--- config.mk ---
export PLATFORM = sky130hd
export DESIGN_NAME = int_asc_unit
export DESIGN_NICKNAME = d
export VERILOG_FILES = /design/src/rtl/asc_pkg.sv /design/src/rtl/asc_opnd_sel.sv /design/src/rtl/asc_adder.sv /design/src/rtl/asc_flags.sv /design/src/rtl/int_asc_unit.sv
export SDC_FILE = /design/constraint.sdc
export NUM_CORES = 1
export LEC_CHECK = 0
export ABC_AREA = 0
export BUFFER_PORTS_ARGS = -buffer_cell sky130_fd_sc_hd__buf_2
export CAP_MARGIN = 5
export CORE_ASPECT_RATIO = 1.5
export CORE_MARGIN = 2
export CORE_UTILIZATION = 43
export DETAILED_ROUTE_END_ITERATION = 16
export GPL_TIMING_DRIVEN = 0
export PLACE_DENSITY = 0.85
export SYNTH_ARGS = -nofsm -noshare
export SYNTH_HDL_FRONTEND = slang
export SYNTH_SLANG_ARGS = --single-unit
--- constraint.sdc ---
create_clock -name vclk -period 28.9
set_clock_uncertainty 0.2 [all_clocks]
set_input_delay 5.78 -clock vclk [all_inputs]
set_output_delay 5.78 -clock vclk [all_outputs]
set_load 0.01 [all_outputs]
--- src/rtl/asc_pkg.sv ---
package asc_pkg;
  localparam int OP_W = 3;

  typedef enum logic [OP_W-1:0] {
    ASC_ADD  = 3'd0,
    ASC_ADDU = 3'd1,
    ASC_SUB  = 3'd2,
    ASC_SUBU = 3'd3,
    ASC_SLT  = 3'd4,
    ASC_SLTU = 3'd5
  } asc_op_e;
endpackage

--- src/rtl/asc_opnd_sel.sv ---
module asc_opnd_sel #(
  parameter int W     = 32,
  parameter int IMM_W = 16
) (
  input  logic [W-1:0]     rt_i,
  input  logic [IMM_W-1:0] imm_i,
  input  logic             use_imm_i,
  input  logic             negate_i,
  output logic [W-1:0]     b_add_o,
  output logic             cin_o
);
  localparam int EXT_W = W - IMM_W;

  logic [W-1:0] imm_ext;
  logic [W-1:0] b_sel;

  // replicate the immediate's top bit into the upper part
  assign imm_ext = {{EXT_W{imm_i[IMM_W-1]}}, imm_i};

  always_comb begin
    b_sel   = use_imm_i ? imm_ext : rt_i;
    b_add_o = negate_i ? ~b_sel : b_sel;
    cin_o   = negate_i;
  end
endmodule

--- src/rtl/asc_adder.sv ---
module asc_adder #(
  parameter int W = 32
) (
  input  logic [W-1:0] a_i,
  input  logic [W-1:0] b_i,
  input  logic         cin_i,
  output logic [W-1:0] sum_o,
  output logic         cout_o
);
  logic [W:0] chain;

  assign chain[0] = cin_i;

  for (genvar i = 0; i < W; i++) begin : g_bit
    logic p;
    assign p          = a_i[i] ^ b_i[i];
    assign sum_o[i]   = p ^ chain[i];
    assign chain[i+1] = (a_i[i] & b_i[i]) | (p & chain[i]);
  end

  assign cout_o = chain[W];
endmodule

--- src/rtl/asc_flags.sv ---
module asc_flags (
  input  logic a_msb_i,
  input  logic b_msb_i,
  input  logic s_msb_i,
  input  logic cout_i,
  output logic sovf_o,
  output logic lt_s_o,
  output logic lt_u_o
);
  // b_msb_i is the top bit of the operand actually fed to the adder
  // (already inverted for subtraction), so one rule covers both R3 and R4.
  always_comb begin
    sovf_o = (a_msb_i == b_msb_i) && (s_msb_i != a_msb_i);
    lt_s_o = s_msb_i ^ sovf_o;
    lt_u_o = ~cout_i;
  end
endmodule

--- src/rtl/int_asc_unit.sv ---
module int_asc_unit #(
  parameter int W     = 32,
  parameter int IMM_W = 16
) (
  input  logic [2:0]       op_i,
  input  logic [W-1:0]     rs_i,
  input  logic [W-1:0]     rt_i,
  input  logic [IMM_W-1:0] imm_i,
  input  logic             use_imm_i,
  output logic [W-1:0]     result_o,
  output logic             carry_o,
  output logic             ovf_trap_o
);
  import asc_pkg::*;

  asc_op_e      op;
  logic         op_known;
  logic         negate;
  logic         traps;
  logic [W-1:0] b_add;
  logic         cin;
  logic [W-1:0] sum;
  logic         cout;
  logic         sovf;
  logic         lt_s;
  logic         lt_u;

  always_comb begin
    op       = asc_op_e'(op_i);
    op_known = 1'b1;
    negate   = 1'b0;
    traps    = 1'b0;
    case (op)
      ASC_ADD:  traps = 1'b1;
      ASC_ADDU: ;
      ASC_SUB:  begin negate = 1'b1; traps = 1'b1; end
      ASC_SUBU: negate = 1'b1;
      ASC_SLT,
      ASC_SLTU: negate = 1'b1;
      default:  op_known = 1'b0;
    endcase
  end

  asc_opnd_sel #(.W(W), .IMM_W(IMM_W)) u_opnd (
    .rt_i      (rt_i),
    .imm_i     (imm_i),
    .use_imm_i (use_imm_i),
    .negate_i  (negate),
    .b_add_o   (b_add),
    .cin_o     (cin)
  );

  asc_adder #(.W(W)) u_add (
    .a_i    (rs_i),
    .b_i    (b_add),
    .cin_i  (cin),
    .sum_o  (sum),
    .cout_o (cout)
  );

  asc_flags u_flags (
    .a_msb_i (rs_i[W-1]),
    .b_msb_i (b_add[W-1]),
    .s_msb_i (sum[W-1]),
    .cout_i  (cout),
    .sovf_o  (sovf),
    .lt_s_o  (lt_s),
    .lt_u_o  (lt_u)
  );

  always_comb begin
    case (op)
      ASC_SLT:  result_o = {{(W-1){1'b0}}, lt_s};
      ASC_SLTU: result_o = {{(W-1){1'b0}}, lt_u};
      default:  result_o = op_known ? sum : '0;
    endcase
    carry_o    = op_known & cout;
    ovf_trap_o = traps & sovf;
  end
endmodule

# Yosys cells after proc, flatten, opt, wreduce, memory -nomap -nowiden
# Cells that the tools add are included.
dict set report word_totals {
  ff_bits 0
  in_bits 84
  out_inout_bits 34
  word_cells 184
}
dict set report op_classes {
  eq_ne 7
  muxes 7
  bitwise_logic 165
  n_reduce_logical 5
}
# operator n
set op_table {}
lappend op_table {{$mux W32} 3}
lappend op_table {{$and A1 B1 Y1} 66}
lappend op_table {{$xor A1 B1 Y1} 65}
lappend op_table {{$pmux W32 S2} 1}
lappend op_table {{$not A32 Y32} 1}
lappend op_table {{$or A1 B1 Y1} 32}
lappend op_table {{$eq A3 B2 Y1 const B} 2}
lappend op_table {{$eq A3 B3 Y1 const B} 2}
lappend op_table {{$reduce_or A6 Y1} 1}
lappend op_table {{$reduce_or A4 Y1} 1}
lappend op_table {{$eq A3 B1 Y1 const B} 1}
lappend op_table {{$logic_not A3 Y1} 1}
lappend op_table {{$mux W1} 3}
lappend op_table {{$reduce_or A2 Y1} 1}
lappend op_table {{$eq A1 B1 Y1} 1}
lappend op_table {{$logic_and A1 B1 Y1} 1}
lappend op_table {{$ne A1 B1 Y1} 1}
lappend op_table {{$not A1 Y1} 1}

# Longest topological paths before layout
# Gate-level depths: netlist (run 1).
dict set report depth {
  ltp_word 72
  mapped_depth 39
  depth_no_buf 37
}

# Modules after synthesis
# Synthesis (run 1) repeated with hierarchy kept, for this count alone.
dict set report unflattened {
  hier_cells 163
  area_unflattened_um2 1695.4
}
# module n_inst cells_each area_per_inst_um2 seq_area_each_um2
set modules_own_cells {}
lappend modules_own_cells {asc_opnd_sel 1 75 711.9 0.0}
lappend modules_own_cells {asc_adder 1 42 678.2 0.0}
lappend modules_own_cells {int_asc_unit 1 41 274.0 0.0}
lappend modules_own_cells {asc_flags 1 5 31.3 0.0}

# Worst setup path after synthesis (run 1)
# No wires, ideal clock.
dict set report synth_timing {
  kind {input-to-output}
  start {input port op_i[2]}
  end {output port ovf_trap_o}
  arrival_time_ps 19736
  required_time_ps 22920
  setup_slack_ps 3184
  stages 38
  n_path_buf 2
  path_cell_list {buf_2 -> xor2_4 -> buf_8 -> xnor2_1 -> fa_1 -> fa_1 -> fa_1 -> fa_1 -> fa_1 -> fa_1 -> fa_1 -> fa_1 -> fa_1 -> fa_1 -> fa_1 -> fa_1 -> fa_1 -> fa_1 -> [2 not listed] -> fa_1 -> fa_1 -> fa_1 -> fa_1 -> fa_1 -> fa_1 -> fa_1 -> fa_1 -> fa_1 -> fa_1 -> fa_1 -> fa_1 -> fa_1 -> fa_1 -> inv_1 -> fa_1 -> xor2_1 -> nor4_1}
}
dict set report synth_via {
  elab_chain_cells 71
  elab_cells_between_ends 140
  classes_between {6 x eq/ne; 3 x mux; 127 x bitwise; 4 x reduce/logical}
}
# item line_no
set synth_lines {}
lappend synth_lines {{from (decl)} int_asc_unit.sv:5} ;# input logic [2:0] op_i,
lappend synth_lines {{$eq A3 B3 Y1 / $eq A3 B2 Y1 (equally long branches)} int_asc_unit.sv:33} ;# case (op)
lappend synth_lines {{$reduce_or A4 Y1 (no line)} n/a}
lappend synth_lines {{$mux W1} int_asc_unit.sv:33}
lappend synth_lines {{$mux W32} asc_opnd_sel.sv:22} ;# b_add_o = negate_i ? ~b_sel : b_sel;
lappend synth_lines {{$xor A1 B1 Y1} asc_adder.sv:16} ;# assign p = a_i[i] ^ b_i[i];
lappend synth_lines {{$and A1 B1 Y1} asc_adder.sv:18} ;# assign chain[i+1] = (a_i[i] & b_i[i]) | (p & chain[i]);
lappend synth_lines {{$or A1 B1 Y1} asc_adder.sv:18}
lappend synth_lines {{$and A1 B1 Y1} asc_adder.sv:18}
lappend synth_lines {{[55 not listed]} n/a}
lappend synth_lines {{$and A1 B1 Y1} asc_adder.sv:18}
lappend synth_lines {{$or A1 B1 Y1} asc_adder.sv:18}
lappend synth_lines {{$and A1 B1 Y1} asc_adder.sv:18}
lappend synth_lines {{$or A1 B1 Y1} asc_adder.sv:18}
lappend synth_lines {{$xor A1 B1 Y1} asc_adder.sv:17} ;# assign sum_o[i] = p ^ chain[i];
lappend synth_lines {{$ne A1 B1 Y1} asc_flags.sv:13} ;# sovf_o = (a_msb_i == b_msb_i) && (s_msb_i != a_msb_i);
lappend synth_lines {{$logic_and A1 B1 Y1} asc_flags.sv:13}
lappend synth_lines {{$and A1 B1 Y1 *} int_asc_unit.sv:78} ;# ovf_trap_o = traps & sovf;
lappend synth_lines {{to (decl)} int_asc_unit.sv:12} ;# output logic ovf_trap_o
# Every way passes the cells marked *; elsewhere a longest branch is shown, timed or not.

# Worst setup path after layout (run 1)
# Same ends and word-level chain as after synthesis.

==> results of run 1 <==
-- per-layer routing --
metal | global-route usage [%] | wire length [um] | share of wire (%) | vias up
li1 | - | - | - | 722
met1 | 24.5 | 1530 | 35 | 701
met2 | 44.0 | 2500 | 57 | 73
met3 | 2.50 | 329 | 7.5 | 4
met4 | 2.05 | 30 | 0.68 | 0
met5 | 0 | 0 | 0 | -
-- metrics by stage --
step	instances	util, %
6_report	312	63.6
5_1_grt	312	63.6
4_1_cts	312	63.6
3_5_place_dp	312	63.6
3_3_place_gp	312	63.6
2_1_floorplan	154	-
-- synth_stat cells --
master    instances  area share, %
fa_1             31             40
o22ai_1           1           0.40
buf_4             1           0.48
clkinv_1          1           0.24
nand2b_1          1           0.40
a21oi_1          18            5.8
nand3b_1          1           0.48
mux2i_1          15            9.6
buf_8             3            2.9
buf_2             3           0.96
buf_6             2            1.4
and2_1            1           0.40
xnor2_1          31             17
nor4_1            1           0.40
a211oi_1          1           0.48
ha_1              1           0.80
inv_1             2           0.48
xor2_4            1            1.8
clkbuf_1          3           0.72
nor2b_1          31             12
nor2_1            1           0.24
xor2_1            3            1.7
mux2_2            1           0.72
-- cells by family (layout without fill, tap and decap cells) --
group,count (synthesis),in the layout,share of synthesized area (%)
XOR/XNOR,35,35,20.9
AND/OR/NAND/NOR,36,36,14.4
AO/OA/AOI/OAI,20,20,6.66
multiplexers,16,16,10.3
adder cells (fa/ha/maj),32,32,40.6
buffers and inverters,15,131,7.22
-- power breakdown --
part / leakage (nW) / switching, W / internal, W / total, W
Combinational: 1.07 / 0.0000366 / 0.0000382 / 0.0000748
Clock: 0 / 0 / 0 / 0
Sequential: 0 / 0 / 0 / 0
-- cell type report --
| class | instances | area, um2 | area share, % |
|---|---|---|---|
| Tap cell | 42 | 52.6 | 2.40 |
| Timing Repair Buffer | 116 | 581 | 26.5 |
| Multi-Input combinational cell | 139 | 1450 | 66.0 |
| Buffer | 12 | 101 | 4.62 |
| Inverter | 3 | 11.3 | 0.513 |
-- worst max path at each step --
stage                  from    endpoint  slack (ns)  cells after the start
finish              op_i[2]  ovf_trap_o        2.52                     39
global route        op_i[2]  ovf_trap_o        1.92                     39
CTS                 op_i[2]  ovf_trap_o        2.40                     39
detailed placement  op_i[2]  ovf_trap_o        2.41                     39
global placement    op_i[2]  ovf_trap_o        2.58                     39
floorplan           op_i[2]  ovf_trap_o        3.18                     38
==> impl_metrics.yaml, run 1 <==
run_status:
  status: "finished clean"
hold_path:
  worstHoldStart: "op_i[0]"
  worstHoldPathType: "input port to primary output"
  hold_depth: 3
  hold_end: "ovf_trap_o"
clocking:
  hold_buffers: 0
  cts_setup_buffers: 0
  cts-resized-gates: 0
die:
  start_util_pct: 45.2
  die_h_um: 77.8
  dieArea_um2: 4140
  std_cell_rows: 26
  core_um2: 3450
  die-width_um: 53.2
  io_pins: 118
cells_and_area:
  drive_above_1_share_pct: 47.0
  mostFrequentLayoutCells: "119 x buf_2, 31 x xnor2_1, 31 x nor2b_1, 31 x fa_1, 18 x a21oi_1"
  antenna_cells: 0
  layout_commonest_cell: "buf_2"
  design.seq.count: 0
  clock_buffers: 0
  finalNetCount: 388
  fillers: 329
  design_area_um2: 2190
  synthToLayoutAreaGrowth_pct: 40.6
  register_area_um2: 0
sta:
  hold_viol: 0
  whs_ns: 11.65
  finalCritPeriodShare_pct: 91.3
  final-max-slew-violation-count: 0
  setup_tns_ns: 0
  worstMarginPinSlew_ns: 0.474
  rsz0062_at_grt: "false"
  layout_min_cycle_time_ns: 26.38
  setup_viol: 0
  maxSlewHeadroom_pct: 68.4
  timing.fmax_mhz: 37.9
  setup_slack_ns: 2.52
setup_path:
  critPathMaxStageDelay_ns: 0.46
  cpMaxStageDelayCell: "fa_1"
  path_buf_inv: 4
  path_class: "input port to primary output"
  required_ns: 22.92
  cp-start-kind: "input port"
  cp_top_family: "adder cells"
  crit_path_frequent_cell: "fa_1"
  critPathMaxFanout: 10
  cp.arrival_ns: 20.40
  end_kind: "primary output"
power_and_ir_drop:
  finalPower_w: 0.0000748
  leakagePower_nw: 1.07
  pwr_density_cell_nw_per_um2: 34.1
  ir_worst_vdd_mv: 0.0197
drt:
  viasPerCell: 4.81
  wire_per_inst_um: 14.1
  postRouteAntennaNets: 0
  drt_iter0_drc: 16
  drc_errors: 0
  wirelength_um: 4390
  vias: 1500
  first_pass_iters: 3
synth:
  synth.distinct_cells: 23
  syn_area_um2: 1560
  seq_area_frac_synth_pct: 0
  synth.net_count: 270
  synth.avg_cell_area_um2: 10.1
  ys_warn_count: 0
  postSynthCellCount: 154
placement:
  place_area_um2: 2190
  io_buffers: 116
  gp_congestion: 0.785
  post-place-ws_ns: 2.41
  hpwl_um: 3840
global_routing:
  grt_antenna_before_repair: 0
  grt_usage_pct: 22.1
  grt_pass1_vias: 1605
  grt_max_degree: 11
  overflow: 0
  grt_pass1_wl_um: 6940
flow_run:
  drv_cap: 0
Power figures use the tool's default switching activity.
==> run 2: changes to the inputs <==
--- a/config.mk
+++ b/config.mk
@@ -12,7 +12,7 @@
 export CORE_MARGIN = 2
 export CORE_UTILIZATION = 43
 export DETAILED_ROUTE_END_ITERATION = 16
-export GPL_TIMING_DRIVEN = 0
+export GPL_TIMING_DRIVEN = 1
 export PLACE_DENSITY = 0.85
 export SYNTH_ARGS = -nofsm -noshare
 export SYNTH_HDL_FRONTEND = slang
==> impl_metrics.yaml, run 2 (synthesized netlist as in run 1, its figures left out) <==
drt:
  vias: 1459
  drc_errors: 0
  postRouteAntennaNets: 0
  wirelength_um: 4090
  viasPerCell: 4.82
  wire_per_inst_um: 13.5
  drt_iter0_drc: 14
  first_pass_iters: 4
cells_and_area:
  finalNetCount: 379
  layout_commonest_cell: "buf_2"
  design.seq.count: 0
  register_area_um2: 0
  mostFrequentLayoutCells: "118 x buf_2, 31 x xnor2_1, 31 x nor2b_1, 31 x fa_1, 18 x a21oi_1"
  clock_buffers: 0
  drive_above_1_share_pct: 46.4
  synthToLayoutAreaGrowth_pct: 35.2
  antenna_cells: 0
hold_path:
  hold_depth: 3
  worstHoldPathType: "input port to primary output"
die:
  core_um2: 3450
  dieArea_um2: 4140
  die_h_um: 77.8
  die-width_um: 53.2
  std_cell_rows: 26
  start_util_pct: 45.2
  io_pins: 118
sta:
  rsz0062_at_grt: "false"
  setup_tns_ns: 0
  setup_slack_ns: 2.31
  maxSlewHeadroom_pct: 54.3
  setup_viol: 0
  finalCritPeriodShare_pct: 92.0
  hold_viol: 0
  final-max-slew-violation-count: 0
  layout_min_cycle_time_ns: 26.59
  timing.fmax_mhz: 37.6
  worstMarginPinSlew_ns: 0.686
global_routing:
  grt_usage_pct: 19.7
  overflow: 0
  grt_pass1_vias: 1488
  grt_antenna_before_repair: 0
  grt_max_degree: 37
  grt_pass1_wl_um: 6350
power_and_ir_drop:
  leakagePower_nw: 1.03
  ir_worst_vdd_mv: 0.0189
  pwr_density_cell_nw_per_um2: 34.6
setup_path:
  cpMaxStageDelayCell: "fa_1"
  cp_num_cells: 38
  path_class: "input port to primary output"
  path_buf_inv: 3
  critPathMaxStageDelay_ns: 0.45
  crit_path_frequent_cell: "fa_1"
  required_ns: 22.92
  critPathMaxFanout: 17
  cp-start-kind: "input port"
  cp_top_family: "adder cells"
  cp.arrival_ns: 20.61
  end_kind: "primary output"
run_status:
  status: "finished clean"
placement:
  io_buffers: 118
  post-place-ws_ns: 2.21
  gp_congestion: 0.825
  hpwl_um: 3480
clocking:
  cts_setup_buffers: 0
  cts-resized-gates: 0
  hold_buffers: 0
flow_run:
  drv_cap: 0
-- run 2: through the flow --
stage | util [%] | hold WS (ns) | area (um2) | power (W) | std cells
floorplan | - | 11.41 | 1560 | 0.0000496 | 154
global placement | 61.2 | 11.64 | 2110 | 0.0000713 | 303
detailed placement | 61.2 | 11.65 | 2110 | 0.0000740 | 303
CTS | 61.2 | 11.65 | 2110 | 0.0000744 | 303
global route | 61.2 | 11.68 | 2110 | 0.0000831 | 303
finish | 61.2 | 11.65 | 2110 | 0.0000729 | 303
-- run 2: path summary, 6_finish.rpt --
path       from    endpoint  slack [ns]
min     op_i[0]  ovf_trap_o       11.65
max   use_imm_i  ovf_trap_o        2.31
-- run 2: layer usage --
| layer | part of all wire, % | track usage [%] | routed length [um] | vias up |
|---|---|---|---|---|
| met2 | 56 | 38.4 | 2280 | 73 |
| met3 | 8.4 | 1.73 | 345 | 2 |
| met5 | 0 | 0 | 0 | - |
| met1 | 35 | 23.3 | 1440 | 680 |
| li1 | - | - | - | 704 |
| met4 | 0.59 | 1.28 | 24 | 0 |
-- run 2: where the power goes --
| part | internal, W | leakage [nW] | switching (W) | total (W) |
|---|---|---|---|---|
| Sequential | 0 | 0 | 0 | 0 |
| Clock | 0 | 0 | 0 | 0 |
| Combinational | 0.0000368 | 1.03 | 0.0000361 | 0.0000729 |
| Total | 0.0000368 | 1.03 | 0.0000361 | 0.0000729 |
-- run 2: final cells by class --
type	count	area, um2
Timing Repair Buffer	119	598
Inverter	3	11.3
Tap cell	42	52.6
Fill cell	313	1340
Multi-Input combinational cell	139	1450
